[src/rtl/rng_ctrl_pkg.sv]
package rng_ctrl_pkg;
  localparam int REG_W  = 32;
  localparam int BYTE_W = 8;
  localparam int SEED_W = 32;

  localparam int OFS_CTL = 'h0;
  localparam int OFS_DAT = 'h4;
  localparam int OFS_ACT = 'hC;

  localparam int B_EN     = 0;
  localparam int B_DV     = 1;
  localparam int B_CLK_LO = 2;
  localparam int B_IE     = 6;
  localparam int B_RDY    = 7;
  localparam int B_SG     = 8;
  localparam int B_SR     = 9;
  localparam int B_ACT    = 7;

  localparam logic [3:0] CLKR_RESERVED = 4'hF;

  typedef logic [SEED_W-1:0] seed_t;

  // new entropy bit enters at the bottom; the oldest bit ends at the top
  function automatic seed_t shift_in(seed_t v, logic b);
    return {v[SEED_W-2:0], b};
  endfunction

  function automatic logic [REG_W-1:0] pack_ctl(logic en, logic dv, logic [3:0] clkr,
                                                 logic ie, logic rdy, logic sg, logic sr);
    logic [REG_W-1:0] w;
    w = '0;
    w[B_EN] = en;
    w[B_DV] = dv;
    w[B_CLK_LO +: 4] = clkr;
    w[B_IE] = ie;
    w[B_RDY] = rdy;
    w[B_SG] = sg;
    w[B_SR] = sr;
    return w;
  endfunction
endpackage

[src/rtl/rng_warmup.sv]
module rng_warmup #(
  parameter int WARM_CNT = 10000
) (
  input  logic clk,
  input  logic rst_n,
  input  logic act,
  output logic ready
);
  localparam int CW = $clog2(WARM_CNT + 1);

  logic [CW-1:0] cnt;
  logic          last_tick;

  assign last_tick = (cnt == CW'(WARM_CNT - 1));

  always_ff @(posedge clk or negedge rst_n) begin
    if (!rst_n) begin
      cnt   <= '0;
      ready <= 1'b0;
    end else if (!act) begin
      cnt   <= '0;
      ready <= 1'b0;
    end else if (!ready) begin
      if (last_tick) ready <= 1'b1;
      else           cnt   <= cnt + 1'b1;
    end
  end

  // ready cannot survive an inactive front end
  p_ready_drops_r2: assert property (@(posedge clk) disable iff (!rst_n)
    !act |=> !ready);
  // once up, ready holds while activation stays on
  p_ready_holds_r2: assert property (@(posedge clk) disable iff (!rst_n)
    (ready && act) |=> ready);
endmodule

[src/rtl/rng_bit_gather.sv]
module rng_bit_gather
  import rng_ctrl_pkg::*;
(
  input  logic  clk,
  input  logic  rst_n,
  input  logic  clear,
  input  logic  long_mode,
  input  logic  stb,
  input  logic  bit_in,
  output seed_t word_next,
  output logic  done
);
  localparam int CW = $clog2(SEED_W);

  seed_t         sr;
  logic [CW-1:0] cnt;
  logic [CW-1:0] last;
  logic          mode_q;
  logic          restart;

  assign restart   = clear || (long_mode != mode_q);
  assign last      = long_mode ? CW'(SEED_W - 1) : CW'(BYTE_W - 1);
  assign word_next = shift_in(sr, bit_in);
  assign done      = stb && !restart && (cnt == last);

  always_ff @(posedge clk or negedge rst_n) begin
    if (!rst_n) begin
      sr     <= '0;
      cnt    <= '0;
      mode_q <= 1'b0;
    end else begin
      mode_q <= long_mode;
      if (restart) begin
        sr  <= '0;
        cnt <= '0;
      end else if (stb) begin
        sr  <= word_next;
        cnt <= done ? '0 : cnt + 1'b1;
      end
    end
  end

  // in byte mode the bit count never passes the byte length
  p_cnt_bound_r4: assert property (@(posedge clk) disable iff (!rst_n)
    (!long_mode && (long_mode == mode_q)) |-> (cnt < CW'(BYTE_W)));
endmodule

[src/rtl/rng_ctrl_regs.sv]
module rng_ctrl_regs
  import rng_ctrl_pkg::*;
#(
  parameter int CLK_MHZ   = 100,
  parameter int WARMUP_US = 100,
  parameter int ADDR_W    = 4
) (
  input  logic              clk,
  input  logic              rst_n,
  input  logic              bus_sel,
  input  logic              bus_wr,
  input  logic [ADDR_W-1:0] bus_addr,
  input  logic [REG_W-1:0]  bus_wdata,
  output logic [REG_W-1:0]  bus_rdata,
  input  logic              ent_bit,
  input  logic              ent_stb,
  output logic              irq,
  output logic [SEED_W-1:0] seed_word
);
  localparam int WARM_CNT = CLK_MHZ * WARMUP_US;

  logic              act, en, dv, ie, sg, sr;
  logic [3:0]        clkr;
  logic [BYTE_W-1:0] data_q;
  seed_t             seed_q;

  logic  warm_ready, analog_ok, gather_on, acc_done;
  logic  hit_ctl, hit_dat, hit_act;
  logic  wr_ctl, wr_act, rd_dat;
  logic  byte_take, seed_take, dat_consume, sg_set;
  logic  [3:0] clkr_wr;
  seed_t word_next;

  assign hit_ctl = bus_addr == ADDR_W'(OFS_CTL);
  assign hit_dat = bus_addr == ADDR_W'(OFS_DAT);
  assign hit_act = bus_addr == ADDR_W'(OFS_ACT);
  assign wr_ctl  = bus_sel && bus_wr && hit_ctl;
  assign wr_act  = bus_sel && bus_wr && hit_act;
  assign rd_dat  = bus_sel && !bus_wr && hit_dat;

  assign analog_ok   = act && warm_ready;
  assign gather_on   = warm_ready && (en || sg);
  assign byte_take   = acc_done && !sg && !dv;
  assign seed_take   = acc_done && sg;
  assign dat_consume = rd_dat && dv && !sg;
  assign sg_set      = wr_ctl && bus_wdata[B_SG] && analog_ok && !sg;
  assign clkr_wr     = bus_wdata[B_CLK_LO +: 4];

  rng_warmup #(.WARM_CNT(WARM_CNT)) warm_i (
    .clk   (clk),
    .rst_n (rst_n),
    .act   (act),
    .ready (warm_ready)
  );

  rng_bit_gather gather_i (
    .clk       (clk),
    .rst_n     (rst_n),
    .clear     (!gather_on),
    .long_mode (sg),
    .stb       (ent_stb && gather_on),
    .bit_in    (ent_bit),
    .word_next (word_next),
    .done      (acc_done)
  );

  always_ff @(posedge clk or negedge rst_n) begin
    if (!rst_n) begin
      act    <= 1'b0;
      en     <= 1'b0;
      ie     <= 1'b0;
      clkr   <= '0;
      sg     <= 1'b0;
      sr     <= 1'b0;
      dv     <= 1'b0;
      data_q <= '0;
      seed_q <= '0;
    end else begin
      if (wr_act) act <= bus_wdata[B_ACT];
      if (wr_ctl) begin
        en <= bus_wdata[B_EN] ? (en || analog_ok) : 1'b0;
        ie <= bus_wdata[B_IE];
        if (!en && clkr_wr != CLKR_RESERVED) clkr <= clkr_wr;
      end
      if (seed_take) begin
        sg     <= 1'b0;
        sr     <= 1'b1;
        seed_q <= word_next;
      end else if (wr_ctl) begin
        sg <= bus_wdata[B_SG] ? (sg || analog_ok) : 1'b0;
        if (sg_set) sr <= 1'b0;
      end
      if (byte_take) begin
        dv     <= 1'b1;
        data_q <= word_next[BYTE_W-1:0];
      end else if (dat_consume) begin
        dv     <= 1'b0;
        data_q <= '0;
      end
    end
  end

  always_comb begin
    bus_rdata = '0;
    if (bus_sel && !bus_wr) begin
      if (hit_ctl)      bus_rdata = pack_ctl(en, dv, clkr, ie, warm_ready, sg, sr);
      else if (hit_dat) bus_rdata = (dv && !sg) ? REG_W'(data_q) : '0;
      else if (hit_act) bus_rdata[B_ACT] = act;
    end
  end

  assign irq       = dv && ie;
  assign seed_word = seed_q;

  wire unused_wdata = ^{bus_wdata[REG_W-1:B_SR], bus_wdata[B_DV]};

  // enable and seed request only rise on an activated, ready front end
  p_en_guard_r3: assert property (@(posedge clk) disable iff (!rst_n)
    $rose(en) |-> $past(act && warm_ready));
  p_sg_guard_r3: assert property (@(posedge clk) disable iff (!rst_n)
    $rose(sg) |-> $past(act && warm_ready));
  // clock range is frozen while enabled
  p_clkr_frozen_r9: assert property (@(posedge clk) disable iff (!rst_n)
    $past(en) |-> $stable(clkr));
  // data-valid only rises from a finished byte
  p_dv_source_r7: assert property (@(posedge clk) disable iff (!rst_n)
    $rose(dv) |-> $past(acc_done && !sg));
  // an accepted data read empties the register
  p_read_once_r5: assert property (@(posedge clk) disable iff (!rst_n)
    dat_consume |=> !dv);
  // seed completion drops the request
  p_seed_clears_req_r10: assert property (@(posedge clk) disable iff (!rst_n)
    $rose(sr) |-> !sg);
  // seed-ready low and held byte kept while seeding
  p_seed_hides_r11: assert property (@(posedge clk) disable iff (!rst_n)
    sg |-> !sr);
  p_seed_keeps_dv_r11: assert property (@(posedge clk) disable iff (!rst_n)
    (sg && dv) |=> dv);
endmodule

[config.mk]
export PLATFORM = sky130hd
export DESIGN_NAME = rng_ctrl_regs
export DESIGN_NICKNAME = d
export VERILOG_FILES = /design/src/rtl/rng_ctrl_pkg.sv /design/src/rtl/rng_warmup.sv /design/src/rtl/rng_bit_gather.sv /design/src/rtl/rng_ctrl_regs.sv
export SDC_FILE = /design/constraint.sdc
export NUM_CORES = 1
export LEC_CHECK = 0
export ABC_AREA = 0
export BUFFER_PORTS_ARGS = -buffer_cell sky130_fd_sc_hd__buf_2
export CAP_MARGIN = 0
export CORE_ASPECT_RATIO = 0.9
export CORE_UTILIZATION = 45
export CTS_CLUSTER_DIAMETER = 100
export DETAILED_ROUTE_END_ITERATION = 10
export PLACE_DENSITY_LB_ADDON = 0.3
export SYNTH_ARGS = -nofsm -noshare
export SYNTH_HDL_FRONTEND = slang
export SYNTH_HIERARCHICAL = 1
export SYNTH_SLANG_ARGS = --single-unit
[constraint.sdc]
create_clock -name clk -period 3.5 [get_ports clk]
set_clock_uncertainty 0.1 [all_clocks]
set_input_delay 0.7 -clock clk [delete_from_list [all_inputs] [get_ports clk]]
set_output_delay 0.7 -clock clk [all_outputs]
set_load 0.03 [all_outputs]
==> results.sh <==
export IMPL_outcome="completed"
export IMPL_totalNegativeSetupSlack_ns=0
export IMPL_critical_path_top_delay_family="flip-flops"
export IMPL_netlist_cell_types=56
export IMPL_core_area_um2=10200
export IMPL_count_of_h_tree_levels_built_during_cts=3
export IMPL_cp_required_ns=2.70
export IMPL_drt_initial_drc_count=187
export IMPL_grt_start_max_net_pins=66
export IMPL_maxClockFrequency_mhz=361
export IMPL_grt_overflow_total=0
export IMPL_die_width_um=110
export IMPL_synth_area_um2=4760
export IMPL_power_density_nw_per_um2=437
export IMPL_io_pins=107
export IMPL_slew_viol_final=0
export IMPL_std_cell_rows=35
export IMPL_rsz0062_at_grt="false"
export IMPL_insertion_delay_ns=0.34
export IMPL_drt_first_pass_iters=4
export IMPL_hold_viol_final=0
export IMPL_route_antenna_remaining_nets=0
export IMPL_yosys_warnings=6
export IMPL_route_detailed_wl_per_inst_um=14.2
export IMPL_crit_buf_inv=2
export IMPL_die_height_um=99.6
export IMPL_power_combinational_fraction_pct=5.6
export IMPL_cts_root_to_sink_buffers=2
export IMPL_crit_slowest_cell="sky130_fd_sc_hd__dfrtp_1"
export IMPL_p_sw_uw=554
export IMPL_floorplan_initialDensity_pct=46.5
export IMPL_number_of_flops_mapped_to_enable_cells_by_yosys=0
export IMPL_r2r_slack_ns=0.86
export IMPL_via_count_of_the_first_global_routing_pass=3097
export IMPL_drive_above_1_share_pct=25.4
export IMPL_place_gp_congestion=0.833
export IMPL_insertedDiodeCount=0
export IMPL_resized_after_cts=0
export IMPL_setup_worst_path_start_class="flip-flop"
export IMPL_post_drt_via_cell_ratio=5.28
export IMPL_cts_made_buffers=9
export IMPL_yosysSeqAreaShare_pct=53.6
export IMPL_timing_critical_path_cells="nor4bb_1, buf_4, a32oi_1, nor2_1, buf_2"
export IMPL_clock_power_share_pct=42.3
export IMPL_gr_usage_all_layers_pct=16.5
export IMPL_dpl_hpwl_um=5800
export IMPL_ys_flop_type="sky130_fd_sc_hd__dfrtp_1"
export IMPL_cellLeakagePower_nw=2.57
export IMPL_die_area_um2=11000
export IMPL_vias=3197
export IMPL_arrival_time_of_the_worst_setup_path_ns=1.97
export IMPL_report_final_setup_viol=0
export IMPL_synthesis_area_per_instance_um2=11.5
export IMPL_drt_drc_violations_left=0
export IMPL_final_min_clock_period_ns=2.77
export IMPL_ctsRootBufferMaster="sky130_fd_sc_hd__clkbuf_16"
export IMPL_power_report_internal_total_mw=1.81
export IMPL_nets=517
export IMPL_final_min_period_over_clock_period_pct=79.1
export IMPL_clock_sinks=102
export IMPL_worst_ir_drop_vdd_v=0.000343
export IMPL_areaGrowthSynthToFinish_pct=13.4
export IMPL_netlist_instances=416
export IMPL_cts_hold_fix_buffers=0
export IMPL_cts_tree="yes"
export IMPL_max_slew_worst_pin_slew_ns=0.840
export IMPL_critical_path_max_stage_delay_ns=0.55
export IMPL_hp_class="input pin to asynchronous set/reset pin"
export IMPL_post_synth_arst_share_pct=100
export IMPL_power_switching_fraction_pct=23.5
export IMPL_pwr_share_seq_pct=52.1
export IMPL_clk_pin_slew_worst_paths_ns=0.07
export IMPL_finish_cell_count_without_fillers=606
export IMPL_grt_pass1_wl_um=14900
export IMPL_drv_cap=0
export IMPL_path_max_fanout=14
export IMPL_dp_cells=590
export IMPL_ys_seq_elements=102
export IMPL_detail_route_wirelength_um=8610
export IMPL_antenna_found_initial=0
export IMPL_timing_slew_headroom_pct=44.0
export IMPL_io_buffer_count=60
export IMPL_post_cts_repair_setup_buffers=0
export IMPL_setup_worst_path_end_class="primary output"
export IMPL_worst_setup_path_type="flip-flop to primary output"
==> placed cells by master, fill, tap and decap left out, drive strengths merged, types with 2 or more instances in the layout <==
cell type,instances
clkinv,2
nor2b,4
mux2i,33
dfrtp,102
and2,7
nor2,48
a31oi,2
nor4,6
and4,2
buf,64
a21boi,2
nand4,7
nand4b,2
o21ai,16
o41ai,2
nor3,5
o21a,2
a32oi,8
xor2,7
a21oi,3
and3,3
nand2b,3
ha,3
conb,22
nand3,9
inv,10
or3,3
mux2,38
clkbuf,11
or4,2
nand2,33
==> registers in the layout, indices dropped and copies added (netlist names), 4 cells and up <==
register / flops
data_q: 8
warm_i/cnt: 14
gather_i/cnt: 5
seed_word: 32
clkr: 4
gather_i/sr: 31
==> synth_stat cells (5+ instances only) <==
cell type                 number  area share [%]
sky130_fd_sc_hd__nor3_1        5            0.53
sky130_fd_sc_hd__nand4_1       6            0.79
sky130_fd_sc_hd__o21ai_1      10             1.1
sky130_fd_sc_hd__and2_1        7            0.92
sky130_fd_sc_hd__mux2_2       26             6.1
sky130_fd_sc_hd__nand2_1      32             2.5
sky130_fd_sc_hd__xor2_1        7             1.3
sky130_fd_sc_hd__buf_2        13             1.4
sky130_fd_sc_hd__nand3_1       9            0.95
sky130_fd_sc_hd__mux2i_1      33             6.9
sky130_fd_sc_hd__a32oi_1       8             1.5
sky130_fd_sc_hd__dfrtp_1     102              54
sky130_fd_sc_hd__mux2_1        8             1.9
sky130_fd_sc_hd__inv_1         8            0.63
sky130_fd_sc_hd__o21ai_0       6            0.63
sky130_fd_sc_hd__buf_4        23             3.6
sky130_fd_sc_hd__nor2_1       47             3.7
==> path summary, 6_finish.rpt <==
path / from / endpoint / depth (start not counted)
max: sg$_DFFE_PN0P_ / bus_rdata[6] / 5
min: rst_n / seed_word[21]$_DFFE_PN0P_ / 1
max reg2reg: sg$_DFFE_PN0P_ / data_q[3]$_DFFE_PN0P_ / 6
min reg2reg: seed_word[26]$_DFFE_PN0P_ / seed_word[26]$_DFFE_PN0P_ / 1
max in group asynchronous: rst_n / gather_i/cnt[3]$_DFFE_PN0P_ / 2
min in group clk: seed_word[26]$_DFFE_PN0P_ / seed_word[26]$_DFFE_PN0P_ / 1
==> final cells by class <==
| type | count | area [um^2] |
|---|---|---|
| clock buffers | 11 | 233 |
| clock inverters | 5 | 67.6 |
| fillers | 922 | 4840 |
| inverters | 8 | 30.0 |
| multi-input cells | 287 | 2010 |
| flip-flops and latches | 102 | 2550 |
| well taps | 129 | 161 |
| repair buffers | 64 | 345 |
==> per-layer routing <==
metal / up-vias / global-route usage [%] / wire (um)
met2: 68 / 26.9 / 4140
met1: 1583 / 22.0 / 4070
met5: - / 0 / 0
met4: 0 / 6.15 / 99
met3: 10 / 3.23 / 292
li1: 1536 / - / -
==> logic make-up after synthesis <==
kind of cell	Yosys count	share of synthesized area, %
xor gates and xnor gates	8	1.63
other	1	0.0787
buffers and inverters	48	5.94
AOI/OAI and AO/OA	43	6.28
DFF	102	53.6
and+or+nand+nor	140	15.5
adders and majority gates	3	0.788
muxes	71	16.2
==> power groups by stage <==
stage / Sequential, mW / Combinational, mW / Clock [mW]
floorplan: 1.24 / 0.107 / 0
global placement: 1.25 / 0.132 / 0
detailed placement: 1.25 / 0.135 / 0
CTS: 1.23 / 0.135 / 1.03
global route: 1.24 / 0.149 / 1.07
finish: 1.23 / 0.133 / 0.998
==> metrics by stage <==
stage / area, um^2 / power (mW) / setup WS, ns / hold slack, ns / utilization, %
after floorplan: 4840 / 1.35 / 0.730 / 0.304 / -
final: 5400 / 2.36 / 0.732 / 0.354 / 52.7
after global routing: 5400 / 2.46 / 0.492 / 0.401 / 52.7
after CTS: 5400 / 2.39 / 0.763 / 0.395 / 52.7
after global placement: 5100 / 1.39 / 0.770 / 0.373 / 49.8
after detailed placement: 5100 / 1.39 / 0.773 / 0.376 / 49.8
Power figures use the tool's default switching activity.
